--- config.mk ---
export PLATFORM = sky130hd
export DESIGN_NAME = par_port_regs
export DESIGN_NICKNAME = d
export VERILOG_FILES = /design/src/rtl/pp_pkg.sv /design/src/rtl/pp_addr_dec.sv /design/src/rtl/pp_capture.sv /design/src/rtl/pp_port_regs.sv /design/src/rtl/par_port_regs.sv
export SDC_FILE = /design/constraint.sdc
export NUM_CORES = 1
export LEC_CHECK = 0
export CAP_MARGIN = 25
export CORE_ASPECT_RATIO = 0.7
export CORE_MARGIN = 1.5
export CORE_UTILIZATION = 50
export CTS_BUF_LIST = sky130_fd_sc_hd__clkbuf_4
export CTS_CLUSTER_SIZE = 16
export DETAILED_ROUTE_END_ITERATION = 12
export DONT_BUFFER_PORTS = 1
export GPL_ROUTABILITY_DRIVEN = 1
export PLACE_DENSITY_LB_ADDON = 0.08
export SYNTH_ARGS = -nofsm -noshare
export SYNTH_HDL_FRONTEND = slang
export SYNTH_SLANG_ARGS = --single-unit
--- constraint.sdc ---
create_clock -name clk_i -period 2 [get_ports clk_i]
set_input_delay 0.1 -clock clk_i [delete_from_list [all_inputs] [get_ports clk_i]]
set_output_delay 0.1 -clock clk_i [all_outputs]
set_load 0.05 [all_outputs]
--- src/rtl/pp_pkg.sv ---
package pp_pkg;
  localparam int BYTE_W   = 8;
  localparam int NUM_REGS = 3;
  typedef logic [BYTE_W-1:0] byte_t;
  // register index = offset from the base address
  typedef enum int {
    REG_DATA = 0,
    REG_STAT = 1,
    REG_CTRL = 2
  } reg_idx_e;
endpackage

--- src/rtl/pp_addr_dec.sv ---
module pp_addr_dec
  import pp_pkg::*;
#(
  parameter int ADDR_W    = 16,
  parameter int BASE_ADDR = 'h378
) (
  input  logic [ADDR_W-1:0]   addr_i,
  output logic [NUM_REGS-1:0] hit_o
);
  for (genvar g = 0; g < NUM_REGS; g++) begin : g_hit
    localparam logic [ADDR_W-1:0] REG_ADDR = ADDR_W'(BASE_ADDR + g);
    assign hit_o[g] = (addr_i == REG_ADDR);
  end
endmodule

--- src/rtl/pp_capture.sv ---
module pp_capture #(
  parameter int W = 8
) (
  input  logic         clk_i,
  input  logic         rst_ni,
  input  logic [W-1:0] d_i,
  output logic [W-1:0] q_o
);
  always_ff @(posedge clk_i or negedge rst_ni) begin
    if (!rst_ni) q_o <= '0;
    else         q_o <= d_i;
  end
endmodule

--- src/rtl/pp_port_regs.sv ---
module pp_port_regs
  import pp_pkg::*;
(
  input  logic                clk_i,
  input  logic                rst_ni,
  input  logic                wr_i,
  input  byte_t               wdata_i,
  input  logic [NUM_REGS-1:0] hit_i,
  output byte_t               data_q_o,
  output byte_t               ctrl_q_o
);
  always_ff @(posedge clk_i or negedge rst_ni) begin
    if (!rst_ni) begin
      data_q_o <= '0;
      ctrl_q_o <= '0;
    end else if (wr_i) begin
      if (hit_i[REG_DATA]) data_q_o <= wdata_i;
      if (hit_i[REG_CTRL]) ctrl_q_o <= wdata_i;
    end
  end

  AST_NO_STRAY_WRITE: assert property (@(posedge clk_i) disable iff (!rst_ni)
    (wr_i && !hit_i[REG_DATA] && !hit_i[REG_CTRL]) |=> ($stable(data_q_o) && $stable(ctrl_q_o)));
  AST_CTRL_STORE: assert property (@(posedge clk_i) disable iff (!rst_ni)
    (wr_i && hit_i[REG_CTRL]) |=> (ctrl_q_o == $past(wdata_i)));
endmodule

--- src/rtl/par_port_regs.sv ---
module par_port_regs
  import pp_pkg::*;
#(
  parameter int ADDR_W    = 16,
  parameter int BASE_ADDR = 'h378,
  parameter int DIR_BIT   = 5
) (
  input  logic              clk_i,
  input  logic              rst_ni,
  input  logic [ADDR_W-1:0] addr_i,
  input  logic              wr_i,
  input  logic              rd_i,
  input  logic [7:0]        wdata_i,
  output logic [7:0]        rd_data_o,
  output logic              rd_en_o,
  input  logic [7:0]        pd_i,
  output logic [7:0]        pd_o,
  output logic              pd_oe_o,
  input  logic [7:0]        stat_i
);
  logic [NUM_REGS-1:0] hit;
  byte_t data_q, ctrl_q, pin_q, stat_q;
  logic  dir_in;

  pp_addr_dec #(.ADDR_W(ADDR_W), .BASE_ADDR(BASE_ADDR)) u_dec (
    .addr_i (addr_i),
    .hit_o  (hit)
  );

  pp_capture #(.W(BYTE_W)) u_pin_cap (
    .clk_i (clk_i), .rst_ni (rst_ni), .d_i (pd_i), .q_o (pin_q)
  );

  pp_capture #(.W(BYTE_W)) u_stat_cap (
    .clk_i (clk_i), .rst_ni (rst_ni), .d_i (stat_i), .q_o (stat_q)
  );

  pp_port_regs u_regs (
    .clk_i    (clk_i),
    .rst_ni   (rst_ni),
    .wr_i     (wr_i),
    .wdata_i  (wdata_i),
    .hit_i    (hit),
    .data_q_o (data_q),
    .ctrl_q_o (ctrl_q)
  );

  assign dir_in  = ctrl_q[DIR_BIT];
  assign pd_o    = data_q;
  assign pd_oe_o = rst_ni && !dir_in;
  assign rd_en_o = rd_i && (|hit);

  always_comb begin
    rd_data_o = '0;
    if (rd_i) begin
      if (hit[REG_DATA]) rd_data_o = dir_in ? pin_q : data_q;
      if (hit[REG_STAT]) rd_data_o = stat_q;
      if (hit[REG_CTRL]) rd_data_o = ctrl_q;
    end
  end

  AST_ONE_REG_HIT: assert property (@(posedge clk_i) disable iff (!rst_ni)
    $onehot0(hit));
  AST_IDLE_BUS_QUIET: assert property (@(posedge clk_i) disable iff (!rst_ni)
    !rd_en_o |-> (rd_data_o == 8'h00));
  AST_DIR_RELEASE: assert property (@(posedge clk_i) disable iff (!rst_ni)
    (wr_i && hit[REG_CTRL] && wdata_i[DIR_BIT]) |=> !pd_oe_o);
  AST_LATCH_TO_PIN: assert property (@(posedge clk_i) disable iff (!rst_ni)
    (wr_i && hit[REG_DATA]) |=> (pd_o == $past(wdata_i)));
  AST_STATUS_WR_IGNORED: assert property (@(posedge clk_i) disable iff (!rst_ni)
    (wr_i && hit[REG_STAT]) |=> ($stable(pd_o) && $stable(pd_oe_o)));
endmodule

Yosys cells after proc, flatten, opt, wreduce, memory -nomap -nowiden
Index checks and enable logic that the tools add are counted.
Storage, ports and cells
  flip-flop bits (word level): 32
  latch bits: 0
  RAM bits: 0
  ROM bits: 0
  bits of input ports: 44
  output and inout port bits: 18
  word-level logic and storage cells: 18
  memories: 0
Operators by class
  $add $sub $neg: 0
  $mul: 0
  divide/modulo/power cells: 0
  order comparisons: 0
  eq/ne operators: 3
  shifts and indexed selects: 0
  muxes and demuxes: 5
  bitwise operators: 0
  reductions and logical operators: 6
Operators with widths (count)
  $eq 16x10->1 const B: 3
  $mux 8: 5
  $reduce_and 2->1: 2
  $reduce_or 3->1: 1
  $logic_and 1x1->1: 2
  $logic_not 1->1: 1

Logic depth before layout (Yosys ltp)
Gate-level depths: netlist (run 1).
  depth in word-level cells: 5
  gate-level depth with buffers: 5
  mapped depth without buffers: 4

Modules after synthesis
From an unflattened synthesis (run 1), not the netlist that was laid out.
Second synthesis, totals
  cell total of the unflattened synthesis: 99
  area total of the unflattened synthesis: 1373.8 um2
Modules (own cells, without submodules)
  pp_port_regs: times used 1, cells an instance 34, area each 593.1 um2, sequential area each 400.4 um2
  pp_capture: times used 2, cells an instance 8, area each 200.2 um2, sequential area each 200.2 um2
  par_port_regs: times used 1, cells an instance 40, area each 297.8 um2, sequential area each 0.0 um2
  pp_addr_dec: times used 1, cells an instance 9, area each 82.6 um2, sequential area each 0.0 um2

Least setup slack after synthesis (run 1)
No wires, ideal clock.
  path kind: in2out
  from: in addr_i[15]
  to: out rd_data_o[0]
  data arrival time: 2106 ps
  required time: 1900 ps
  setup slack: -206 ps
  cell stages on the path: 4
  path buffers: 0
  cell sequence: or4_4 -> nor4_2 -> nand2_1 -> a21oi_1
Between the ends
  word-level cells in the longest chain between the ends: 5
  elaborated cells between the ends (all ways): 7
  classes of those cells: eq/ne: 3; mux: 4
RTL lines
  from (decl): RTL line par_port_regs.sv:10  | input logic [ADDR_W-1:0] addr_i,
  $eq 16x10->1: RTL line pp_addr_dec.sv:12  | assign hit_o[g] = (addr_i == REG_ADDR);
  $mux 8: RTL line par_port_regs.sv:56  | if (hit[REG_DATA]) rd_data_o = dir_in ? pin_q : data_q;
  $mux 8: RTL line par_port_regs.sv:57  | if (hit[REG_STAT]) rd_data_o = stat_q;
  $mux 8 *: RTL line par_port_regs.sv:58  | if (hit[REG_CTRL]) rd_data_o = ctrl_q;
  $mux 8 *: RTL line par_port_regs.sv:55  | if (rd_i) begin
  to (decl): RTL line par_port_regs.sv:14  | output logic [7:0] rd_data_o,
Mark *: on every way between the ends. The rest lies on a longest branch, timed or not.

Final worst setup path (run 1)
  from: in addr_i[15]
  to: out rd_data_o[7]
Same word-level chain as after synthesis.

==> results of run 1 <==
## power by group
part | internal, mW | switching [mW]
sequential | 0.663 | 0.00417
clock | 0.135 | 0.224
combinational | 0.0485 | 0.0356
total | 0.846 | 0.264
## layout by cell type, fill, tap and decap left out, types with 2 or more instances in the layout
| master | synthesis | layout |
|---|---|---|
| sky130_fd_sc_hd__nand2_1 | 11 | 11 |
| sky130_fd_sc_hd__a21oi_2 | 0 | 8 |
| sky130_fd_sc_hd__dlygate4sd3_1 | 0 | 25 |
| sky130_fd_sc_hd__nand4b_1 | 3 | 3 |
| sky130_fd_sc_hd__buf_12 | 0 | 9 |
| sky130_fd_sc_hd__o21ai_0 | 16 | 15 |
| sky130_fd_sc_hd__dfrtp_1 | 32 | 31 |
| sky130_fd_sc_hd__mux2_2 | 21 | 21 |
| sky130_fd_sc_hd__clkbuf_4 | 0 | 5 |
| sky130_fd_sc_hd__nor4_1 | 2 | 2 |
| sky130_fd_sc_hd__mux2_4 | 3 | 3 |
| sky130_fd_sc_hd__buf_4 | 0 | 8 |
| sky130_fd_sc_hd__clkinv_2 | 0 | 2 |
## final cells by class
type | count | area share, %
Clock buffer | 5 | 1.868
Clock inverter | 3 | 0.9340
Multi-Input combinational cell | 73 | 30.76
Sequential cell | 32 | 39.91
Tap cell | 34 | 2.117
Timing Repair Buffer | 42 | 24.41
## path summary, 6_finish.rpt
| check | end | from | depth (start not counted) |
|---|---|---|---|
| setup / recovery | rd_data_o[7] | addr_i[15] | 5 |
| hold / removal | u_regs.data_q_o[4]$_DFFE_PN0P_ | wr_i | 2 |
| setup reg to reg | u_regs.data_q_o[2]$_DFFE_PN0P_ | u_regs.data_q_o[2]$_DFFE_PN0P_ | 1 |
| hold reg to reg | u_regs.ctrl_q_o[1]$_DFFE_PN0P_ | u_regs.ctrl_q_o[1]$_DFFE_PN0P_ | 1 |
| max in group asynchronous | u_regs.ctrl_q_o[5]$_DFFE_PN0P_ | rst_ni | 2 |
| min in group asynchronous | u_regs.data_q_o[3]$_DFFE_PN0P_ | rst_ni | 2 |
## through the flow
step	hold slack, ns	instance area [sq um]	power (mW)	util (%)	worst slack, ns
2_1_floorplan	-0.1956	1430	0.7003	-	0.06753
3_3_place_gp	-0.1949	1682	0.7046	65.88	0.04963
3_5_place_dp	-0.1951	1682	0.7052	65.88	0.05365
4_1_cts	0.1165	2008	1.119	78.68	0.01330
5_1_grt	0.1200	2009	1.157	78.73	0.01189
6_report	0.1257	2009	1.110	78.73	0.04196
## critical path, stage by stage
cell and delay, ns:
sky130_fd_sc_hd__or4_4 0.54, sky130_fd_sc_hd__or4_1 0.70, sky130_fd_sc_hd__o21ai_0 0.28, sky130_fd_sc_hd__a21oi_2 0.08, sky130_fd_sc_hd__buf_12 0.16
## state kept, by name (all words and copies together), names as in the netlist
| name | cells |
|---|---|
| u_pin_cap.q_o | 8 |
| u_stat_cap.q_o | 8 |
| u_regs.ctrl_q_o | 8 |
| u_regs.data_q_o | 8 |
## kinds of logic after synthesis
group | Yosys count | synth area share [%]
flip-flops | 32 | 57.19
AO/OA/AOI/OAI | 24 | 8.579
buffers and inverters | 3 | 0.8042
multiplexers | 24 | 20.11
AND/OR/NAND/NOR | 25 | 13.32
## cells in the mapped netlist
library cell | n | area share (%)
sky130_fd_sc_hd__a21oi_1 | 8 | 2.9
sky130_fd_sc_hd__and3_1 | 1 | 0.45
sky130_fd_sc_hd__clkbuf_1 | 3 | 0.80
sky130_fd_sc_hd__dfrtp_1 | 32 | 57
sky130_fd_sc_hd__mux2_2 | 21 | 17
sky130_fd_sc_hd__mux2_4 | 3 | 3.2
sky130_fd_sc_hd__nand2_1 | 11 | 2.9
sky130_fd_sc_hd__nand3b_1 | 1 | 0.54
sky130_fd_sc_hd__nand3b_4 | 1 | 1.4
sky130_fd_sc_hd__nand4b_1 | 3 | 1.9
sky130_fd_sc_hd__nor2b_1 | 1 | 0.45
sky130_fd_sc_hd__nor4_1 | 2 | 0.89
sky130_fd_sc_hd__nor4_2 | 1 | 0.89
sky130_fd_sc_hd__nor4_4 | 1 | 1.5
sky130_fd_sc_hd__o21ai_0 | 16 | 5.7
sky130_fd_sc_hd__or4_1 | 1 | 0.54
sky130_fd_sc_hd__or4_4 | 1 | 0.80
sky130_fd_sc_hd__or4b_4 | 1 | 0.98
## per-layer routing
metal | track usage (%) | vias up
met3 | 9.353 | 4
met4 | 4.898 | 0
met2 | 44.40 | 45
met1 | 28.51 | 500
li1 | - | 492
met5 | 0 | -
## repair_timing
action / CTS / global route
gates resized for setup: 0 / 2
endpoints found under the hold margin: 64 / 0
hold buffers: 26 / 0
setup buffers: 0 / 0
setup endpoints to repair: 0 / 8
==> impl.org, run 1 <==
** Status
- The run finished with clean final reports.

** Global route
- Wire length of the first global-routing pass :: 5.299 mm
- Entering global routing, the biggest net connects 33 pins.
- In the global route stage, overall resource usage came out at 24.44%.
- The via count of the first global-routing pass was 1,132.
- Total gr overflow :: 0
- The number of antenna violations at the first check in global routing came to 0.

** Final layout
- The net count of the finished layout is 198.
- Sequential cell area :: 802.0 sq um
- Area of the multi-input gates :: 618.1 sq um
- Synth-to-Final Area Change :: 43.52%
- Final instance count without filler cells :: 189
- The layout has 155 filler cells.
- ANT cells :: 0
- Share of post-route cells with drive strength above 1 :: 40.65%

** Worst setup path
- For flop-to-flop paths, the worst setup slack is 0.95 ns.
- STA puts the critical path data required time at 1.90 ns.
- STA puts the critical path data arrival time at 1.86 ns.
- Kind of critical path :: in -> out
- STA classifies the critical path endpoint as an output pin.
- Largest fanout of any net on the critical path :: 8
- Worst Setup Start Kind :: input port

** STA
- For this run, the top clock speed supported by timing is 0.5107 GHz.
- Maximum clock skew at final layout :: 0 ns
- Unrepaired setup endpoints after global routing :: false
- Setup tns final :: 0 ns
- The number of endpoints with negative hold slack in the final report was 0.
- Worst Tran Pin Value :: 0.5111 ns
- The worst path uses 97.90% of the clock period.
- Setup violations remaining at the end of the flow were counted as 0.
- The smallest clock period supported by the final layout is computed as 1.958 ns.
- Measured against its own limit, the worst slew margin works out to 65.93%.
- The number of slew-limit violations in the final report was 0.

** Yosys
- Synth Net Count :: 152
- Number of distinct library cells after synthesis :: 18
- Mapped Avg Cell Area :: 12.96 sq um
- Number of standard cells after synthesis :: 108
- The synthesized netlist occupies a cell area of 0.001400 sq mm.
- After synthesis the netlist holds a flip-flop and latch count of 32.
- For this run, the register share of the synthesized area comes to 57.19%.
- Warning count from the yosys run :: 0

** Clock network
- CTS Buffer Depth :: 2
- At the later pin of the worst-skew pair, clock insertion delay measures 0.33 ns.
- After clock tree synthesis, the clock-pin slew on the worst setup and hold paths is 0.11 ns.
- H-tree Lvls :: 2
- CTS sink count :: 32
- Counting the buffers created by CTS gives 5.
- The tree is rooted in a sky130_fd_sc_hd__clkbuf_4.
- CTS tree :: built

** Die
- DIE AREA :: 0.003132 sq mm
- Boundary Pins :: 62
- After floorplanning, the core was divided into 15 placement rows.
- The floorplan step set the die height to 47.28 microns.
- Initial Util :: 54.85%
- Core Box Area :: 0.002552 sq mm
- The die is 66.25 microns wide.

** Routing
- After detailed routing, the average wire length per cell comes to 18.06 microns.
- After detailed routing, the met3 layer carries 241 microns of wire.
- The first TritonRoute pass finished after 5 iterations.
- Top routing layer in use :: met4
- The detailed router placed 1,041 vias in this run.
- For this run, design rule violations remaining after detail routing come to 0.
- After detailed routing, the wire length on met1 is 1.426 mm.
- In the routed layout, each cell is associated on average with a via count of 5.508.
- Summed over all layers, the routed wires come to 3.413 mm.
- Drt first-iter violations :: 51
- After detailed routing, the met2 layer carries 1.722 mm of wire.
- Antenna-violating nets left :: 0

** Min path
- Kind of path behind the tightest hold check :: in -> reg

** Run
- Number of maximum-capacitance constraint violations :: 0

** Pwr
- Pwr dens :: 552.4 mW/mm^2
- The analysis attributes to cell leakage a power of 0.8966 nW.
- Peak supply drop :: 0.4616 mV

** Place
- Global placer's final weighted congestion :: 0.7268
- The number of placed instances, taps included, is 155.
- Sum of net half-perimeters after detailed placement :: 2.256 mm
- Input and output buffers added on the ports amount to 0.
Note: power is estimated with default switching activity, not from simulation.
==> run 2: changes to the inputs <==
--- a/config.mk
+++ b/config.mk
@@ -9,7 +9,6 @@
 export CORE_ASPECT_RATIO = 0.7
 export CORE_MARGIN = 1.5
 export CORE_UTILIZATION = 50
-export CTS_BUF_LIST = sky130_fd_sc_hd__clkbuf_4
 export CTS_CLUSTER_SIZE = 16
 export DETAILED_ROUTE_END_ITERATION = 12
 export DONT_BUFFER_PORTS = 1
==> impl.org, run 2 (synthesized netlist as in run 1, its figures left out) <==
** STA
- The final setup violation count came to 0 (unchanged).
- Worst max-slew margin expressed relative to the limit :: 65.80% (-0.13 points)
- Maximum achievable frequency :: 0.5113 GHz (+0.10%)
- The number of slew-limit violations in the final report is 0 (unchanged).
- Time the final worst path needs with I/O delays and setup :: 1.956 ns (-0.002052 ns)
- Count of final hold-check violations :: 0 (unchanged)
- The slew at the pin closest to its max-slew limit came to 0.5130 ns (+0.001884 ns).
- Setup repair after global routing left no endpoint under its margin.
- Setup tns final :: 0 ns (unchanged)
- Fin Hold WS :: 0.1764 ns (+0.05066 ns)
- Share of the clock period used by the worst path after layout :: 97.80% (-0.10 points)
- Maximum clock skew at final layout :: 0 ns (unchanged)

** Clock network
- Number of buffers created by CTS :: 5 (unchanged)
- CTS sink count :: 32 (unchanged)
- The clock-pin slew of the registers on the worst-case setup and hold paths was 0.07 ns (-0.04 ns).
- TritonCTS built the clock tree.
- H-tree Lvls :: 2 (unchanged)
- The number of buffers on the longest clock path is 2 (unchanged).
- Clock latency on the worst-skew pair :: 0.28 ns (-0.05 ns)
- Root Buffer Master :: sky130_fd_sc_hd__clkbuf_8

** Routing
- The number of vias per cell came to 5.556 (+0.86%).
- The iteration-0 DRC count of the detailed router was 44 (-14%).
- The average wire per standard cell came to 18.41 microns (+1.9%).
- Antenna-violating nets left :: 0 (unchanged)
- The first-pass iteration count of the detailed router is 4 (-1).
- The total wire length is 3.479 mm (+1.9%).
- DRC violation count after routing :: 0 (unchanged)
- Via total after detailed routing :: 1,050 (+0.86%)

** Final layout
- Leaving out fill and tap cells, the most frequent cell in the layout is sky130_fd_sc_hd__dfrtp_1.
- The final-stage net count came to 198 (unchanged).
- The layout filler cell count came to 153 (-1.3%).
- The antenna diode instance count is 0 (unchanged).
- Sequential cell area :: 802.0 sq um (unchanged)
- The area growth from synthesis to layout is 45.76%.
- Commonest cells after routing, fill and taps aside :: sky130_fd_sc_hd__dfrtp_1 (31), sky130_fd_sc_hd__dlygate4sd3_1 (25), sky130_fd_sc_hd__mux2_2 (21)
- The footprint of the multi-input gates was 618.1 sq um (unchanged).
- Share of post-route cells with drive strength above 1 :: 40.65% (unchanged)

** Min path
- Kind of path behind the tightest hold check :: in -> reg

** Pwr
- The proportion of total power due to net switching was 22.87% (-0.92 points).
- The maximum resistive drop on vdd was 0.5365 mV (+16%).
- The leakage power total was 0.9095 nW (+1.4%).
- The switching power was 0.2827 mW (+7.1%).
- The clock power share was 39.2% (+6.9 points).
- The logic gate share of total power was 6.8% (-0.8 points).
- The total power per unit cell area is 605.9 mW/mm^2 (+9.7%).
- Internal Power :: 0.9537 mW (+13%)
- The sequential power share is 54.0% (-6.1 points).

** Global route
- Vias in the first global route :: 1,120 (-1.1%)
- Gr usage total :: 24.64% (+0.20 points)
- Total gr overflow :: 0 (unchanged)
- Antenna violations before repair :: 0 (unchanged)
- The global-route wire length before repair came to 5.306 mm (+0.13%).
- The maximum number of pins on one net before global-route repair was 33 (unchanged).

** Die
- Die Span Y :: 47.28 microns (unchanged)
- Initial Util :: 54.85% (unchanged)
- The count of pins on the block boundary came to 62 (unchanged).
- The area of the die was 0.003132 sq mm (unchanged).
- Total number of placement rows :: 15 (unchanged)
- Core Box Area :: 0.002552 sq mm (unchanged)
- The die outline width was 66.25 microns (unchanged).

** Place
- Sum of net half-perimeters after detailed placement :: 2.256 mm (unchanged)
- The last weighted congestion value of the routability-driven placer came to 0.7268 (unchanged).
- Number of buffers added on ports :: 0 (unchanged)

** Run
- Number of maximum-capacitance constraint violations :: 0 (unchanged)

** Worst setup path
- STA classifies the critical path startpoint as an input port.
- The setup path with the least slack is of type in -> out.
- Largest fanout of any net on the critical path :: 8 (unchanged)
- CP Data Required Time :: 1.90 ns (about the same)
- Critical path data arrival time :: 1.86 ns (about the same)
- Crit path capture type :: output pin

** Status
- The flow ran to the end, and the final reports show no timing, DRC or antenna violations.
==> run 2: worst paths after layout <==
check / start / endpoint / slack, ns / cells after the start
max in group asynchronous: rst_ni / u_regs.ctrl_q_o[5]$_DFFE_PN0P_ / 1.55 / 2
min in group asynchronous: rst_ni / u_regs.data_q_o[3]$_DFFE_PN0P_ / 0.26 / 2
min reg2reg: u_regs.ctrl_q_o[6]$_DFFE_PN0P_ / u_regs.ctrl_q_o[6]$_DFFE_PN0P_ / 0.51 / 1
min: wr_i / u_regs.data_q_o[0]$_DFFE_PN0P_ / 0.18 / 2
max: addr_i[15] / rd_data_o[0] / 0.04 / 5
max reg2reg: u_regs.data_q_o[2]$_DFFE_PN0P_ / u_regs.data_q_o[2]$_DFFE_PN0P_ / 0.95 / 1
==> run 2: repair_timing <==
item	4_1_cts	5_1_grt
hold buffers	26	0
endpoints found under the setup margin	0	2
resized for setup	0	2
endpoints found under the hold margin	64	0
buffers inserted	0	0
==> run 2: final cells by class <==
| cell class | instances | area share (%) |
|---|---|---|
| repair buffers | 42 | 24.03 |
| clock buffers | 5 | 3.372 |
| flip-flops and latches | 32 | 39.30 |
| well taps | 34 | 2.085 |
| clock inverters | 3 | 0.9197 |
| multi-input cells | 73 | 30.29 |
==> run 2: critical path, cell delays in order <==
cell and delay [ns]:
sky130_fd_sc_hd__or4_4 0.54, sky130_fd_sc_hd__or4_1 0.69, sky130_fd_sc_hd__o21ai_0 0.28, sky130_fd_sc_hd__a21oi_2 0.08, sky130_fd_sc_hd__buf_12 0.15
==> run 2: metal layers <==
layer  global-route usage (%)  share of wire (%)  vias up
met2                    44.60                 50       37
li1                         -                  -      492
met3                    8.393                6.2        5
met4                    7.347               0.83        0
met1                    28.64                 43      516
met5                        0                  0        -
==> run 2: metrics by stage <==
stage / power (mW) / area [sq um] / utilization, % / std cells / setup slack [ns]
6_report: 1.236 / 2041 / 79.95 / 189 / 0.04402
2_1_floorplan: 0.7003 / 1430 / - / 108 / 0.06753
4_1_cts: 1.246 / 2039 / 79.90 / 189 / 0.04360
3_3_place_gp: 0.7046 / 1682 / 65.88 / 155 / 0.04963
3_5_place_dp: 0.7052 / 1682 / 65.88 / 155 / 0.05365
5_1_grt: 1.282 / 2041 / 79.95 / 189 / 0.01595
==> run 2: power by group through the flow <==
stage	Sequential (mW)	Clock [mW]	Combinational, mW
3_3_place_gp	0.680	0	0.0247
6_report	0.668	0.485	0.0842
3_5_place_dp	0.680	0	0.0251
2_1_floorplan	0.679	0	0.0215
5_1_grt	0.669	0.522	0.0910
4_1_cts	0.667	0.495	0.0839
